==> config.mk <==
export PLATFORM = sky130hd
export DESIGN_NAME = reset_vector_seq
export DESIGN_NICKNAME = d
export VERILOG_FILES = /design/src/rtl/rvs_pkg.sv /design/src/rtl/rvs_low_qual.sv /design/src/rtl/rvs_ctrl.sv /design/src/rtl/rvs_vec_cap.sv /design/src/rtl/reset_vector_seq.sv
export SDC_FILE = /design/constraint.sdc
export NUM_CORES = 1
export LEC_CHECK = 0
export BUFFER_PORTS_ARGS = -buffer_cell sky130_fd_sc_hd__buf_4
export CAP_MARGIN = 20
export CELL_PAD_IN_SITES_DETAIL_PLACEMENT = 0
export CELL_PAD_IN_SITES_GLOBAL_PLACEMENT = 1
export CORE_ASPECT_RATIO = 0.8
export CORE_MARGIN = 2
export CORE_UTILIZATION = 32
export CTS_CLUSTER_DIAMETER = 60
export DETAILED_ROUTE_END_ITERATION = 10
export GPL_TIMING_DRIVEN = 0
export PLACE_DENSITY_LB_ADDON = 0.05
export SYNTH_ARGS = -nofsm -noshare
export SYNTH_HDL_FRONTEND = slang
export SYNTH_SLANG_ARGS = --single-unit
==> constraint.sdc <==
create_clock -name clk -period 1.9 [get_ports clk]
set_clock_uncertainty 0.1 [all_clocks]
set_input_delay 0.38 -clock clk [delete_from_list [all_inputs] [get_ports clk]]
set_output_delay 0.38 -clock clk [all_outputs]
set_load 0.02 [all_outputs]
==> src/rtl/rvs_pkg.sv <==
package rvs_pkg;
  typedef enum logic [1:0] {
    ST_WAIT = 2'd0,
    ST_HELD = 2'd1,
    ST_SEQ  = 2'd2,
    ST_RUN  = 2'd3
  } rvs_state_t;

  localparam int STB_IRQ_OFF = 2;
  localparam int STB_DEC     = 3;
  localparam int STB_FOUR    = 4;
  localparam int STB_FIVE    = 5;
endpackage

==> src/rtl/rvs_low_qual.sv <==
module rvs_low_qual #(
  parameter int MIN_LOW = 2
) (
  input  logic clk,
  input  logic rst,
  input  logic res_n,
  output logic release_ok
);
  localparam int CW = $clog2(MIN_LOW + 1);

  logic [CW-1:0] low_cnt;

  always_ff @(posedge clk) begin
    if (rst) begin
      low_cnt <= '0;
    end else if (res_n) begin
      low_cnt <= '0;
    end else if (low_cnt != CW'(MIN_LOW)) begin
      low_cnt <= low_cnt + 1'b1;
    end
  end

  assign release_ok = res_n && (low_cnt == CW'(MIN_LOW));
endmodule

==> src/rtl/rvs_ctrl.sv <==
module rvs_ctrl
  import rvs_pkg::*;
#(
  parameter int SEQ_LEN = 7,
  localparam int CW = $clog2(SEQ_LEN + 1)
) (
  input  logic          clk,
  input  logic          rst,
  input  logic          res_n,
  input  logic          rdy,
  input  logic          release_ok,
  output rvs_state_t    state_n,
  output logic [CW-1:0] cyc_n,
  output logic          lo_cap,
  output logic          hi_cap,
  output logic          done
);
  rvs_state_t    state_q;
  logic [CW-1:0] cyc_q;
  logic          ret_q, ret_n;

  always_comb begin
    state_n = state_q;
    cyc_n   = cyc_q;
    ret_n   = ret_q;
    if (!res_n) begin
      state_n = ST_HELD;
      cyc_n   = '0;
      if (state_q != ST_HELD) ret_n = (state_q == ST_RUN);
    end else begin
      case (state_q)
        ST_HELD: begin
          if (release_ok) begin
            state_n = ST_SEQ;
            cyc_n   = CW'(1);
          end else begin
            state_n = ret_q ? ST_RUN : ST_WAIT;
          end
        end
        ST_SEQ: begin
          if (rdy) begin
            if (cyc_q == CW'(SEQ_LEN)) begin
              state_n = ST_RUN;
              cyc_n   = '0;
            end else begin
              cyc_n = cyc_q + 1'b1;
            end
          end
        end
        default: ;
      endcase
    end
  end

  always_ff @(posedge clk) begin
    if (rst) begin
      state_q <= ST_WAIT;
      cyc_q   <= '0;
      ret_q   <= 1'b0;
    end else begin
      state_q <= state_n;
      cyc_q   <= cyc_n;
      ret_q   <= ret_n;
    end
  end

  logic advance;
  assign advance = (state_q == ST_SEQ) && res_n && rdy;
  assign lo_cap  = advance && (cyc_q == CW'(SEQ_LEN - 1));
  assign hi_cap  = advance && (cyc_q == CW'(SEQ_LEN));
  assign done    = hi_cap;
endmodule

==> src/rtl/rvs_vec_cap.sv <==
module rvs_vec_cap #(
  parameter int DATA_W = 8
) (
  input  logic              clk,
  input  logic              rst,
  input  logic [DATA_W-1:0] rd_data,
  input  logic              lo_cap,
  input  logic              hi_cap,
  output logic [2*DATA_W-1:0] pc
);
  logic [DATA_W-1:0] lo_q;

  always_ff @(posedge clk) begin
    if (rst) begin
      lo_q <= '0;
      pc   <= '0;
    end else begin
      if (lo_cap) lo_q <= rd_data;
      if (hi_cap) pc   <= {rd_data, lo_q};
    end
  end
endmodule

==> src/rtl/reset_vector_seq.sv <==
module reset_vector_seq
  import rvs_pkg::*;
#(
  parameter int DATA_W  = 8,
  parameter int SEQ_LEN = 7,
  parameter int MIN_LOW = 2,
  parameter logic [2*DATA_W-1:0] VEC_ADDR   = 16'hFFFC,
  parameter logic [2*DATA_W-1:0] DUMMY_ADDR = 16'h01FF
) (
  input  logic                clk,
  input  logic                rst,
  input  logic                res_n,
  input  logic                rdy,
  input  logic [DATA_W-1:0]   rd_data,
  output logic [2*DATA_W-1:0] addr,
  output logic                rd_en,
  output logic                wr_en,
  output logic                vec_pull_n,
  output logic [2*DATA_W-1:0] pc,
  output logic                start_fetch,
  output logic [DATA_W-1:0]   status_val,
  output logic [DATA_W-1:0]   status_msk
);
  localparam int ADDR_W = 2 * DATA_W;
  localparam int CW     = $clog2(SEQ_LEN + 1);
  localparam logic [DATA_W-1:0] FORCE_MSK =
    DATA_W'((1 << STB_IRQ_OFF) | (1 << STB_DEC) | (1 << STB_FOUR) | (1 << STB_FIVE));
  localparam logic [DATA_W-1:0] FORCE_VAL =
    DATA_W'((1 << STB_IRQ_OFF) | (1 << STB_FOUR) | (1 << STB_FIVE));

  logic          release_ok;
  rvs_state_t    state_n;
  logic [CW-1:0] cyc_n;
  logic          lo_cap, hi_cap, done;

  rvs_low_qual #(.MIN_LOW(MIN_LOW)) u_qual (
    .clk(clk), .rst(rst), .res_n(res_n), .release_ok(release_ok)
  );

  rvs_ctrl #(.SEQ_LEN(SEQ_LEN)) u_ctrl (
    .clk(clk), .rst(rst), .res_n(res_n), .rdy(rdy), .release_ok(release_ok),
    .state_n(state_n), .cyc_n(cyc_n), .lo_cap(lo_cap), .hi_cap(hi_cap), .done(done)
  );

  rvs_vec_cap #(.DATA_W(DATA_W)) u_cap (
    .clk(clk), .rst(rst), .rd_data(rd_data), .lo_cap(lo_cap), .hi_cap(hi_cap), .pc(pc)
  );

  logic              in_seq_n, vec_cyc_n;
  logic [ADDR_W-1:0] addr_sel;

  assign in_seq_n  = (state_n == ST_SEQ);
  assign vec_cyc_n = in_seq_n && (cyc_n >= CW'(SEQ_LEN - 1));

  always_comb begin
    if (cyc_n == CW'(SEQ_LEN))          addr_sel = VEC_ADDR + 1'b1;
    else if (cyc_n == CW'(SEQ_LEN - 1)) addr_sel = VEC_ADDR;
    else                                addr_sel = DUMMY_ADDR;
  end

  always_ff @(posedge clk) begin
    if (rst) begin
      addr        <= '0;
      rd_en       <= 1'b0;
      wr_en       <= 1'b0;
      vec_pull_n  <= 1'b1;
      start_fetch <= 1'b0;
      status_val  <= '0;
    end else begin
      addr        <= in_seq_n ? addr_sel : '0;
      rd_en       <= in_seq_n;
      wr_en       <= 1'b0;
      vec_pull_n  <= !vec_cyc_n;
      start_fetch <= done;
      status_val  <= done ? FORCE_VAL : '0;
    end
  end

  assign status_msk = FORCE_MSK;
endmodule

==> results.toml <==
[min_path]
min_path_type = "input pin to register"

[timing]
fin_crit_sh_pct = 94.7
hold_viol = 0
slew_violations = 0
min_period_ns = 1.80
fin_hold_ws_ns = 0.231
relSlewSlack_pct = 65.3
worst_slew_pin_slew_ns = 0.515
timing.fmax_mhz = 556
setup_viol = 0
timing.final.ws_setup_ns = 0.101
rsz0062_at_grt = "false"

[routing]
viasPerCell = 4.29
drc = 0
wl_um = 3950
drtPass1Iterations = 4
wl_per_cell_um = 11.5
ant_nets = 0
drt_iter0_drc = 47
dr_total_vias = 1481

[pwr]
seqPwrFrac_pct = 50.2
p_sw_share_pct = 24.9
p_leak_nw = 1.15
p_int_w = 0.00124
ir_drop_mv = 0.183
power.density_nw_per_um2 = 646
clockPowerShare_pct = 38.0
p_switching_w = 0.000412
finalPower_w = 0.00166
p_comb_share_pct = 11.8

[grt]
grt_pass1_vias = 1338
grt_start_max_net_pins = 13
grt_usage_pct = 13.5
antenna_found_initial = 0
grt_first_pass_wirelength_um = 6310
gr-total-overflow = 0

[worst_setup_path]
cp.required_ns = 2.03
max_stage_delay_ns = 0.46
cpMostUsedCell = "ha_4"
cp.arrival_ns = 1.93
critPathKind = "register to register"
r2r_slack_ns = 0.10
cp_slowest_cell = "a2111o_1"
cp_max_fo = 5
crit_chain = "ha_4 > ha_4 > a21oi_2 > o2bb2ai_2 > a2111o_1 > inv_2 > and4_1"
worstSetupEndpointType = "register"
start_kind = "register"

[placed_design]
place_congestion = 0.794
preCtsSetupSlack_ns = -0.229
portBuffers = 49
dp_hpwl_um = 2920

[die]
fp.coreArea_um2 = 5380
dieArea_um2 = 6120
io_pins = 64
die_y_um = 70.4
start_util_pct = 32.8
row_count = 24
die_x_um = 87.0

[yosys]
yosys_warnings = 0
synth-xor-area-share_pct = 0.497
synth.avg_cell_area_um2 = 8.76
netlist.area_leader.share_pct = 44.3
ys_top_cells_by_area = "dfxtp_1, buf_4, nand2_1, a21oi_1, ha_1"
yosysSeqAreaShare_pct = 44.3
ys_ff_latch = 39
synth.distinct_cells = 34
synth_mux_area_share_pct = 4.55
synth_fa_ha_area_share_pct = 4.97
syn_area_um2 = 1760
synth_top_cell_by_area = "dfxtp_1"
synth_top_family_by_area = "simple AND/OR/NAND/NOR gates"
yosys.area_share.simple_pct = 16.7
synth_compound_area_share_pct = 12.8
synthCells = 201

[finish]
multi_input_comb_area_um2 = 845
n_antenna_cell = 0
final-seq-area_um2 = 790
area_growth_syn_to_layout_pct = 45.4
n_fill_cell = 541
fin_nets = 298
layout-drive-gt1-share_pct = 42.9

[run_status]
status = "completed"

[cts]
h-tree-depth = 2
cts_buffers = 5
clock_latency_ns = 0.29
cts.sinks = 39
cts_tree = "done"
clockRootBuffer = "clkbuf_8"
ctsLongestPathBuffers = 2
cts_hold_buf = 0
clkSlewWorstSetupHoldPaths_ns = 0.08

[run]
drv_cap = 0
## per-stage QoR
step           TNS [ns]  cell area, um^2  cells  utilization, %
6_report              0             2560    345            47.6
5_1_grt               0             2560    345            47.6
4_1_cts               0             2480    340            46.2
3_5_place_dp      -1.86             2260    327            42.0
3_3_place_gp      -1.66             2260    327            42.0
2_1_floorplan         0             1810    213               -
## cell type report
type                       count  share of cell area, %
clock inverter                 1                  0.293
buffer                        35                   9.62
clock buffer                   7                   3.76
inverter                       8                   1.27
timing repair buffer          60                   18.1
tap                           65                   3.18
multi-input combinational    130                   33.0
sequential                    39                   30.8
## cell usage after synthesis
master / number
dfxtp_1: 39
nand2_1: 37
buf_4: 29
a21oi_1: 20
nor2_1: 15
mux2i_1: 8
ha_1: 7
inv_1: 6
buf_2: 3
clkbuf_1: 3
a21o_1: 2
a31oi_1: 2
conb_1: 2
inv_2: 2
nand4_1: 2
nand4b_1: 2
nor2b_1: 2
nor3_1: 2
o21ai_0: 2
o41ai_1: 2
a2111o_1: 1
a21boi_1: 1
a21boi_2: 1
a41oi_1: 1
and4_1: 1
buf_1: 1
nand2b_1: 1
nand3_1: 1
nor3_2: 1
nor3_4: 1
o2bb2ai_2: 1
o311ai_0: 1
o31ai_1: 1
xor2_1: 1
## kinds of logic after synthesis
kind of cell / after synthesis
fa+ha+maj: 7
simple gates: 65
buf+inv: 44
mux: 8
xor+xnor: 1
flops: 39
compound gates: 35
other cells: 2
## power groups by stage
stage                     logic, W  registers [W]  clock network, W
after floorplan           0.000111       0.000851                 0
after global routing      0.000214       0.000832          0.000688
final                     0.000196       0.000831          0.000629
after CTS                 0.000190       0.000832          0.000652
after global placement    0.000164       0.000849                 0
after detailed placement  0.000165       0.000850                 0
## placed cells by master (no fill, tap or decap), types with 2 or more instances in the layout
cell type / instances
a21o_1: 2
inv_2: 3
ha_4: 4
nand2_1: 37
nor3_4: 2
mux2i_1: 8
clkbuf_8: 7
nor2_1: 14
nor3_1: 2
inv_1: 4
o21ai_0: 2
nand4_1: 2
nand4b_1: 2
a21oi_1: 19
a21boi_4: 2
buf_4: 88
clkbuf_1: 2
dfxtp_1: 36
conb_1: 14
ha_1: 2
dfxtp_4: 2
nor2b_1: 2
a31oi_1: 2
## layer usage
layer  routed length [um]  part of all wire (%)  GRT usage, %  vias up
met2                 1700                    43          19.5       44
met1                 1910                    48          18.1      646
met4                   68                   1.7          6.25        0
met3                  269                   6.8          4.37        8
li1                     -                     -             -      783
met5                    0                     0             0        -
## final timing paths
| path | from | to | cells past startpoint |
|---|---|---|---|
| max reg2reg | u_ctrl.cyc_q[0]$_SDFF_PP0_ | addr[14]$_SDFF_PP0_ | 7 |
| min reg2reg | u_cap.lo_q[1]$_SDFFE_PP0P_ | u_cap.pc[1]$_SDFFE_PP0P_ | 2 |
| max | u_ctrl.cyc_q[0]$_SDFF_PP0_ | addr[14]$_SDFF_PP0_ | 7 |
| min | rd_data[3] | u_cap.lo_q[3]$_SDFFE_PP0P_ | 3 |
## timing repair
| action | CTS | global route |
|---|---|---|
| pin swaps | 4 | 6 |
| setup buffers | 5 | 6 |
| endpoints found under the setup margin | 24 | 13 |
| resized for setup | 18 | 10 |
## state kept, by name (all words and copies together), names as in the netlist
register and flops:
addr 4, status_val 1, u_ctrl.cyc_q 3, u_qual.low_cnt 2, vec_pull_n 1, u_cap.lo_q 8
u_ctrl.ret_q 1, u_ctrl.state_q 2, rd_en 1, u_cap.pc 16
## worst max-delay path, delay by kind of cell, from the launching register on
| family | cells | cell delay (ns) |
|---|---|---|
| AND/OR/NAND/NOR | 1 | 0.18 |
| adder cells (fa/ha/maj) | 2 | 0.34 |
| AO/OA/AOI/OAI | 3 | 0.67 |
| buffers and inverters | 1 | 0.10 |
| flip-flops | 1 | 0.34 |
(Power assumes the default switching activity.)
